**src/rtl/mii_rx_pkg.sv**
```systemverilog
package mii_rx_pkg;

  typedef enum logic [2:0] {
    ST_IDLE,
    ST_PRE,
    ST_LO,
    ST_HI,
    ST_DROP
  } rxState_e;

  // Strobes from control to datapath
  typedef struct packed {
    logic clearFrame;
    logic markErr;
    logic holdLow;
    logic formByte;
    logic finish;
    logic alignBad;
  } rxCtrl_t;

  localparam logic [3:0] NIB_PREAMBLE = 4'h5;
  localparam logic [3:0] NIB_SFD_HIGH = 4'hD;
  localparam logic [3:0] NIB_FALSE_CARRIER = 4'hE;

endpackage

```
**src/rtl/mii_rx_ctrl.sv**
```systemverilog
module mii_rx_ctrl
  import mii_rx_pkg::*;
(
  input  logic       clk,
  input  logic       rstN,
  input  logic       rxDv,
  input  logic       rxEr,
  input  logic [3:0] rxd,
  output rxCtrl_t    ctrl
);

  rxState_e state;
  rxState_e nextState;

  always_ff @(posedge clk) begin
    if (!rstN) state <= ST_IDLE;
    else       state <= nextState;
  end

  always_comb begin
    ctrl      = '0;
    nextState = state;
    unique case (state)
      ST_IDLE: begin
        if (rxDv) begin
          ctrl.clearFrame = 1'b1;
          ctrl.markErr    = rxEr;
          nextState       = (rxd == NIB_PREAMBLE) ? ST_PRE : ST_DROP;
        end
      end
      ST_PRE: begin
        if (!rxDv) begin
          nextState = ST_IDLE;
        end else begin
          ctrl.markErr = rxEr;
          if (rxd == NIB_SFD_HIGH)      nextState = ST_LO;
          else if (rxd != NIB_PREAMBLE) nextState = ST_DROP;
        end
      end
      ST_LO: begin
        if (rxDv) begin
          ctrl.holdLow = 1'b1;
          ctrl.markErr = rxEr;
          nextState    = ST_HI;
        end else begin
          ctrl.finish  = 1'b1;
          nextState    = ST_IDLE;
        end
      end
      ST_HI: begin
        if (rxDv) begin
          ctrl.formByte = 1'b1;
          ctrl.markErr  = rxEr;
          nextState     = ST_LO;
        end else begin
          ctrl.finish   = 1'b1;
          ctrl.alignBad = 1'b1;
          nextState     = ST_IDLE;
        end
      end
      ST_DROP: begin
        if (!rxDv) nextState = ST_IDLE;
      end
      default: nextState = ST_IDLE;
    endcase
  end

endmodule

```
**src/rtl/mii_rx_dp.sv**
```systemverilog
module mii_rx_dp
  import mii_rx_pkg::*;
#(
  parameter int LEN_W = 12
) (
  input  logic             clk,
  input  logic             rstN,
  input  rxCtrl_t          ctrl,
  input  logic             rxDv,
  input  logic             rxEr,
  input  logic [3:0]       rxd,
  output logic             outValid,
  output logic [7:0]       outData,
  output logic             outStart,
  output logic             outEnd,
  output logic             outErr,
  output logic             outAlignErr,
  output logic [LEN_W-1:0] outLen,
  output logic             falseCarrier
);

  localparam logic [LEN_W-1:0] LEN_MAX = '1;
  localparam logic [LEN_W-1:0] LEN_ONE = {{(LEN_W-1){1'b0}}, 1'b1};

  logic [3:0]       lowNib;
  logic [7:0]       pendByte;
  logic             pendValid;
  logic             sentAny;
  logic             errSticky;
  logic [LEN_W-1:0] byteCnt;
  logic [LEN_W-1:0] cntNext;

  assign cntNext = (byteCnt == LEN_MAX) ? byteCnt : byteCnt + LEN_ONE;

  always_ff @(posedge clk) begin
    if (!rstN) begin
      lowNib       <= '0;
      pendByte     <= '0;
      pendValid    <= 1'b0;
      sentAny      <= 1'b0;
      errSticky    <= 1'b0;
      byteCnt      <= '0;
      outValid     <= 1'b0;
      outData      <= '0;
      outStart     <= 1'b0;
      outEnd       <= 1'b0;
      outErr       <= 1'b0;
      outAlignErr  <= 1'b0;
      outLen       <= '0;
      falseCarrier <= 1'b0;
    end else begin
      outValid     <= 1'b0;
      outStart     <= 1'b0;
      outEnd       <= 1'b0;
      outErr       <= 1'b0;
      outAlignErr  <= 1'b0;
      outLen       <= '0;
      falseCarrier <= !rxDv && rxEr && (rxd == NIB_FALSE_CARRIER);

      if (ctrl.clearFrame) begin
        pendValid <= 1'b0;
        sentAny   <= 1'b0;
        byteCnt   <= '0;
        errSticky <= ctrl.markErr;
      end else if (ctrl.markErr) begin
        errSticky <= 1'b1;
      end

      if (ctrl.holdLow) lowNib <= rxd;

      if (ctrl.formByte) begin
        pendByte  <= {rxd, lowNib};
        pendValid <= 1'b1;
        if (pendValid) begin
          outValid <= 1'b1;
          outData  <= pendByte;
          outStart <= !sentAny;
          sentAny  <= 1'b1;
          byteCnt  <= cntNext;
        end
      end

      if (ctrl.finish) begin
        pendValid <= 1'b0;
        if (pendValid) begin
          outValid    <= 1'b1;
          outData     <= pendByte;
          outStart    <= !sentAny;
          outEnd      <= 1'b1;
          outErr      <= errSticky;
          outAlignErr <= ctrl.alignBad;
          outLen      <= cntNext;
        end
      end
    end
  end

endmodule

```
**src/rtl/mii_rx_assembler.sv**
```systemverilog
module mii_rx_assembler
  import mii_rx_pkg::*;
#(
  parameter int LEN_W = 12
) (
  input  logic             clk,
  input  logic             rstN,
  input  logic             rxDv,
  input  logic             rxEr,
  input  logic [3:0]       rxd,
  output logic             outValid,
  output logic [7:0]       outData,
  output logic             outStart,
  output logic             outEnd,
  output logic             outErr,
  output logic             outAlignErr,
  output logic [LEN_W-1:0] outLen,
  output logic             falseCarrier
);

  rxCtrl_t ctrl;

  mii_rx_ctrl u_ctrl (
    .clk  (clk),
    .rstN (rstN),
    .rxDv (rxDv),
    .rxEr (rxEr),
    .rxd  (rxd),
    .ctrl (ctrl)
  );

  mii_rx_dp #(.LEN_W(LEN_W)) u_dp (
    .clk          (clk),
    .rstN         (rstN),
    .ctrl         (ctrl),
    .rxDv         (rxDv),
    .rxEr         (rxEr),
    .rxd          (rxd),
    .outValid     (outValid),
    .outData      (outData),
    .outStart     (outStart),
    .outEnd       (outEnd),
    .outErr       (outErr),
    .outAlignErr  (outAlignErr),
    .outLen       (outLen),
    .falseCarrier (falseCarrier)
  );

endmodule

```
**config.mk**
```make
export PLATFORM = sky130hd
export DESIGN_NAME = mii_rx_assembler
export DESIGN_NICKNAME = d
export VERILOG_FILES = /design/src/rtl/mii_rx_pkg.sv /design/src/rtl/mii_rx_ctrl.sv /design/src/rtl/mii_rx_dp.sv /design/src/rtl/mii_rx_assembler.sv
export SDC_FILE = /design/constraint.sdc
export NUM_CORES = 1
export LEC_CHECK = 0
export BUFFER_PORTS_ARGS = -buffer_cell sky130_fd_sc_hd__buf_2
export CAP_MARGIN = 10
export CORE_AREA = 2 2 91 93
export DETAILED_ROUTE_END_ITERATION = 7
export DIE_AREA = 0 0 93 95
export GPL_ROUTABILITY_DRIVEN = 0
export PLACE_DENSITY = 0.54
export SLEW_MARGIN = 20
export SYNTH_ARGS = -nofsm -noshare
export SYNTH_HDL_FRONTEND = slang
export SYNTH_SLANG_ARGS = --single-unit
```
**constraint.sdc**
```tcl
create_clock -name clk -period 1.9 [get_ports clk]
set_input_delay 0.095 -clock clk [delete_from_list [all_inputs] [get_ports clk]]
set_output_delay 0.095 -clock clk [all_outputs]
set_load 0.01 [all_outputs]
```
==> impl_metrics.env <==
export IMPL_hold_depth=3
export IMPL_synth_top_area_share_pct=48.56
export IMPL_setup_worst_path_start_class="register"
export IMPL_drtIter0Drc=65
export IMPL_io_buffers=33
export IMPL_seq_power_share_pct=57.6
export IMPL_synth_compound_gate_area_share_pct=16.91
export IMPL_postLayoutCellArea_sq_mm=0.002769
export IMPL_instances_no_fill=400
export IMPL_syn_nets=262
export IMPL_p_leak_nw=1.046
export IMPL_clk_path_buf_depth=2
export IMPL_root_buffer="clkbuf_8"
export IMPL_cts_htree_levels=2
export IMPL_p_int_mw=1.606
export IMPL_cts_tree="built"
export IMPL_fin_util_pct=34.93
export IMPL_num_fill_cells=821
export IMPL_fmax_ghz=0.5917
export IMPL_power_frac_comb_pct=3.5
export IMPL_dieArea_sq_mm=0.008835
export IMPL_drt_wl_total_um=5140
export IMPL_path_delay_family="compound AO/OA/AOI/OAI gates"
export IMPL_rows=33
export IMPL_grt_max_degree=19
export IMPL_area_growth_pct=19.95
export IMPL_vias=1889
export IMPL_initial_core_util_pct=29.12
export IMPL_worst_pin_slew_ns=0.4246
export IMPL_multiInputGateArea_sq_mm=0.001082
export IMPL_fin_hold_ws_ns=0.03638
export IMPL_synth_edf_count=0
export IMPL_p_switching_uw=441.4
export IMPL_die_h_um=95
export IMPL_drt_pass1_iter_count=4
export IMPL_cp_cell_sequence="or4b_4 > a21boi_4 > o21bai_1 > a32o_1"
export IMPL_switching_share_pct=21.56
export IMPL_regArea_sq_mm=0.001121
export IMPL_ys_flop_type="dfxtp_1"
export IMPL_vias_per_cell=4.723
export IMPL_synth_cell_type_count=50
export IMPL_rsz0062_at_grt="false"
export IMPL_insertion_delay_ns=0.31
export IMPL_synth_seq_area_share_pct=48.56
export IMPL_placed_cells=391
export IMPL_cp_data_arrival_time_ns=1.89
export IMPL_synth_area_leaders="dfxtp_1, mux2i_1, nand2_1"
export IMPL_synthAdderAreaFrac_pct=0.5420
export IMPL_avgSynthCellArea_sq_um=9.124
export IMPL_finalSetupViolations=0
export IMPL_netlist_area_sq_mm=0.002308
export IMPL_numCtsBuffers=5
export IMPL_slew_violations=0
export IMPL_fin_setup_tns_ns=0
export IMPL_grt_total_usage_pct=12.23
export IMPL_crit_path_top_delay_cell="or4b_4"
export IMPL_fin_crit_ns=1.690
export IMPL_placed_area_sq_mm=0.002643
export IMPL_slew_headroom_pct=71.39
export IMPL_synth_simple_area_share_pct=22.66
export IMPL_hold_violations=0
export IMPL_avgRoutedWirePerCell_um=12.85
export IMPL_grt_pass1_wl_um=8604
export IMPL_synthMuxAreaShare_pct=5.637
export IMPL_cp_depth=4
export IMPL_async_reset_ff_share_pct=0
export IMPL_end_kind="register"
export IMPL_grt_pass1_vias=1820
export IMPL_overflow=0
export IMPL_crit_buf_inv=0
export IMPL_path_max_fanout=9
export IMPL_finClkSkew_ns=0.01253
export IMPL_critical_path_class="reg2reg"
export IMPL_diodes=0
export IMPL_antenna_found_initial=0
export IMPL_reg2reg_depth=4
export IMPL_drc=0
export IMPL_ys_warn_count=0
export IMPL_worstPathRequired_ns=2.10
export IMPL_status="finished clean"
export IMPL_min_path_type="in2reg"
export IMPL_drv_cap=0
export IMPL_cpPeakStageDelay_ns=0.57
export IMPL_synthCells=253
export IMPL_synth_xor_area_share_pct=1.138
export IMPL_synth_top_area_cell="dfxtp_1"
export IMPL_clock_sinks=56
export IMPL_timing_final_crit_share_pct=88.95
export IMPL_hpwlAfterDp_um=3670
export IMPL_synth_top_family_by_area="simple AND/OR/NAND/NOR gates"
export IMPL_ir_drop_uv=304.7
export IMPL_layout_nets=303
export IMPL_core_sq_mm=0.007928
export IMPL_clockPowerShare_pct=38.9
export IMPL_clk_pin_slew_ns=0.11
export IMPL_power_density_mw_per_mm2=739.4
export IMPL_post_cts_buffers=0
export IMPL_die_w_um=93
export IMPL_ios=34
export IMPL_ant_nets=0
export IMPL_synth_seq_cells=56
export IMPL_drive_gt1_share_pct=20.68
## cells by family (layout without fill, tap and decap cells)
kind of cell    count (synthesis)  in the layout
simple gates                  102            102
mux                            13             13
buf+inv                        23             65
flops                          56             56
fa+ha+maj                       1              1
xor+xnor                        3              3
compound gates                 55             55
## per-layer routing
layer	vias to the layer above	GRT usage, %	routed length, um
met1	867	15.22	2518
li1	980	-	-
met3	5	2.314	176
met2	37	21.26	2398
met4	0	4.167	45
met5	-	0	0
## cells in the final DEF, fill, tap and decap left out, types with 5 or more instances in the layout
cell type,n
dfxtp_1,56
buf_2,33
nand2_1,31
nor2_1,23
buf_4,15
mux2i_1,13
a21oi_1,13
nand3_1,12
nor2b_1,9
a21boi_0,8
inv_1,7
nor3_1,5
clkbuf_8,5
## power by group through the flow
stage | sequential, mW | clock (mW) | combinational, mW
final | 1.18 | 0.797 | 0.0713
after global routing | 1.18 | 0.874 | 0.0779
after CTS | 1.18 | 0.829 | 0.0715
after detailed placement | 1.21 | 0 | 0.0697
after global placement | 1.21 | 0 | 0.0700
after floorplan | 1.21 | 0 | 0.0402
## final cells by class
type | count | area share (%)
Timing Repair Buffer | 49 | 10.39
Clock inverter | 3 | 1.717
Multi-Input combinational cell | 174 | 39.09
Clock buffer | 5 | 2.485
Tap cell | 105 | 4.745
Inverter | 8 | 1.084
Sequential cell | 56 | 40.49
## worst register-to-register path: stages, from the launching register on
cell and delay (ns):
dfxtp_1 0.41, or4b_4 0.57, a21boi_4 0.18, o21bai_1 0.17
a32o_1 0.25
## through the flow
step	worst slack, ns	power, mW
after global placement	0.2426	1.276
after global routing	0.09842	2.133
after floorplan	0.2938	1.245
after detailed placement	0.2398	1.276
final	0.2099	2.047
after CTS	0.2111	2.080
## path summary, 6_finish.rpt
check             slack (ns)                          from                            to
setup / recovery        0.21  u_ctrl.state[0]$_SDFFE_PN0P_    u_dp.byteCnt[8]$_SDFF_PN0_
hold / removal          0.04                        rxd[1]  u_dp.falseCarrier$_SDFF_PN0_
setup reg to reg        0.21  u_ctrl.state[0]$_SDFFE_PN0P_    u_dp.byteCnt[8]$_SDFF_PN0_
hold reg to reg         0.45       u_dp.sentAny$_SDFF_PN0_      u_dp.outStart$_SDFF_PN0_
## what timing repair did
| item | 4_1_cts | 5_1_grt |
|---|---|---|
| hold buffers | 1 | 0 |
| gates resized for setup | 0 | 0 |
| endpoints found under the hold margin | 1 | 0 |
## cell usage after synthesis (3+ instances only)
cell type / instances
mux2i_1: 13
a31oi_1: 4
a21boi_0: 8
a21oi_1: 13
buf_2: 6
and4_1: 3
and2_1: 3
clkbuf_1: 6
nand3_1: 12
inv_1: 7
o22ai_1: 3
o211ai_1: 4
nor3_1: 5
nor2b_1: 9
dfxtp_1: 56
o21ai_0: 4
nor2_1: 23
nand4_1: 4
nand2_1: 31
Power figures use the tool's default switching activity.
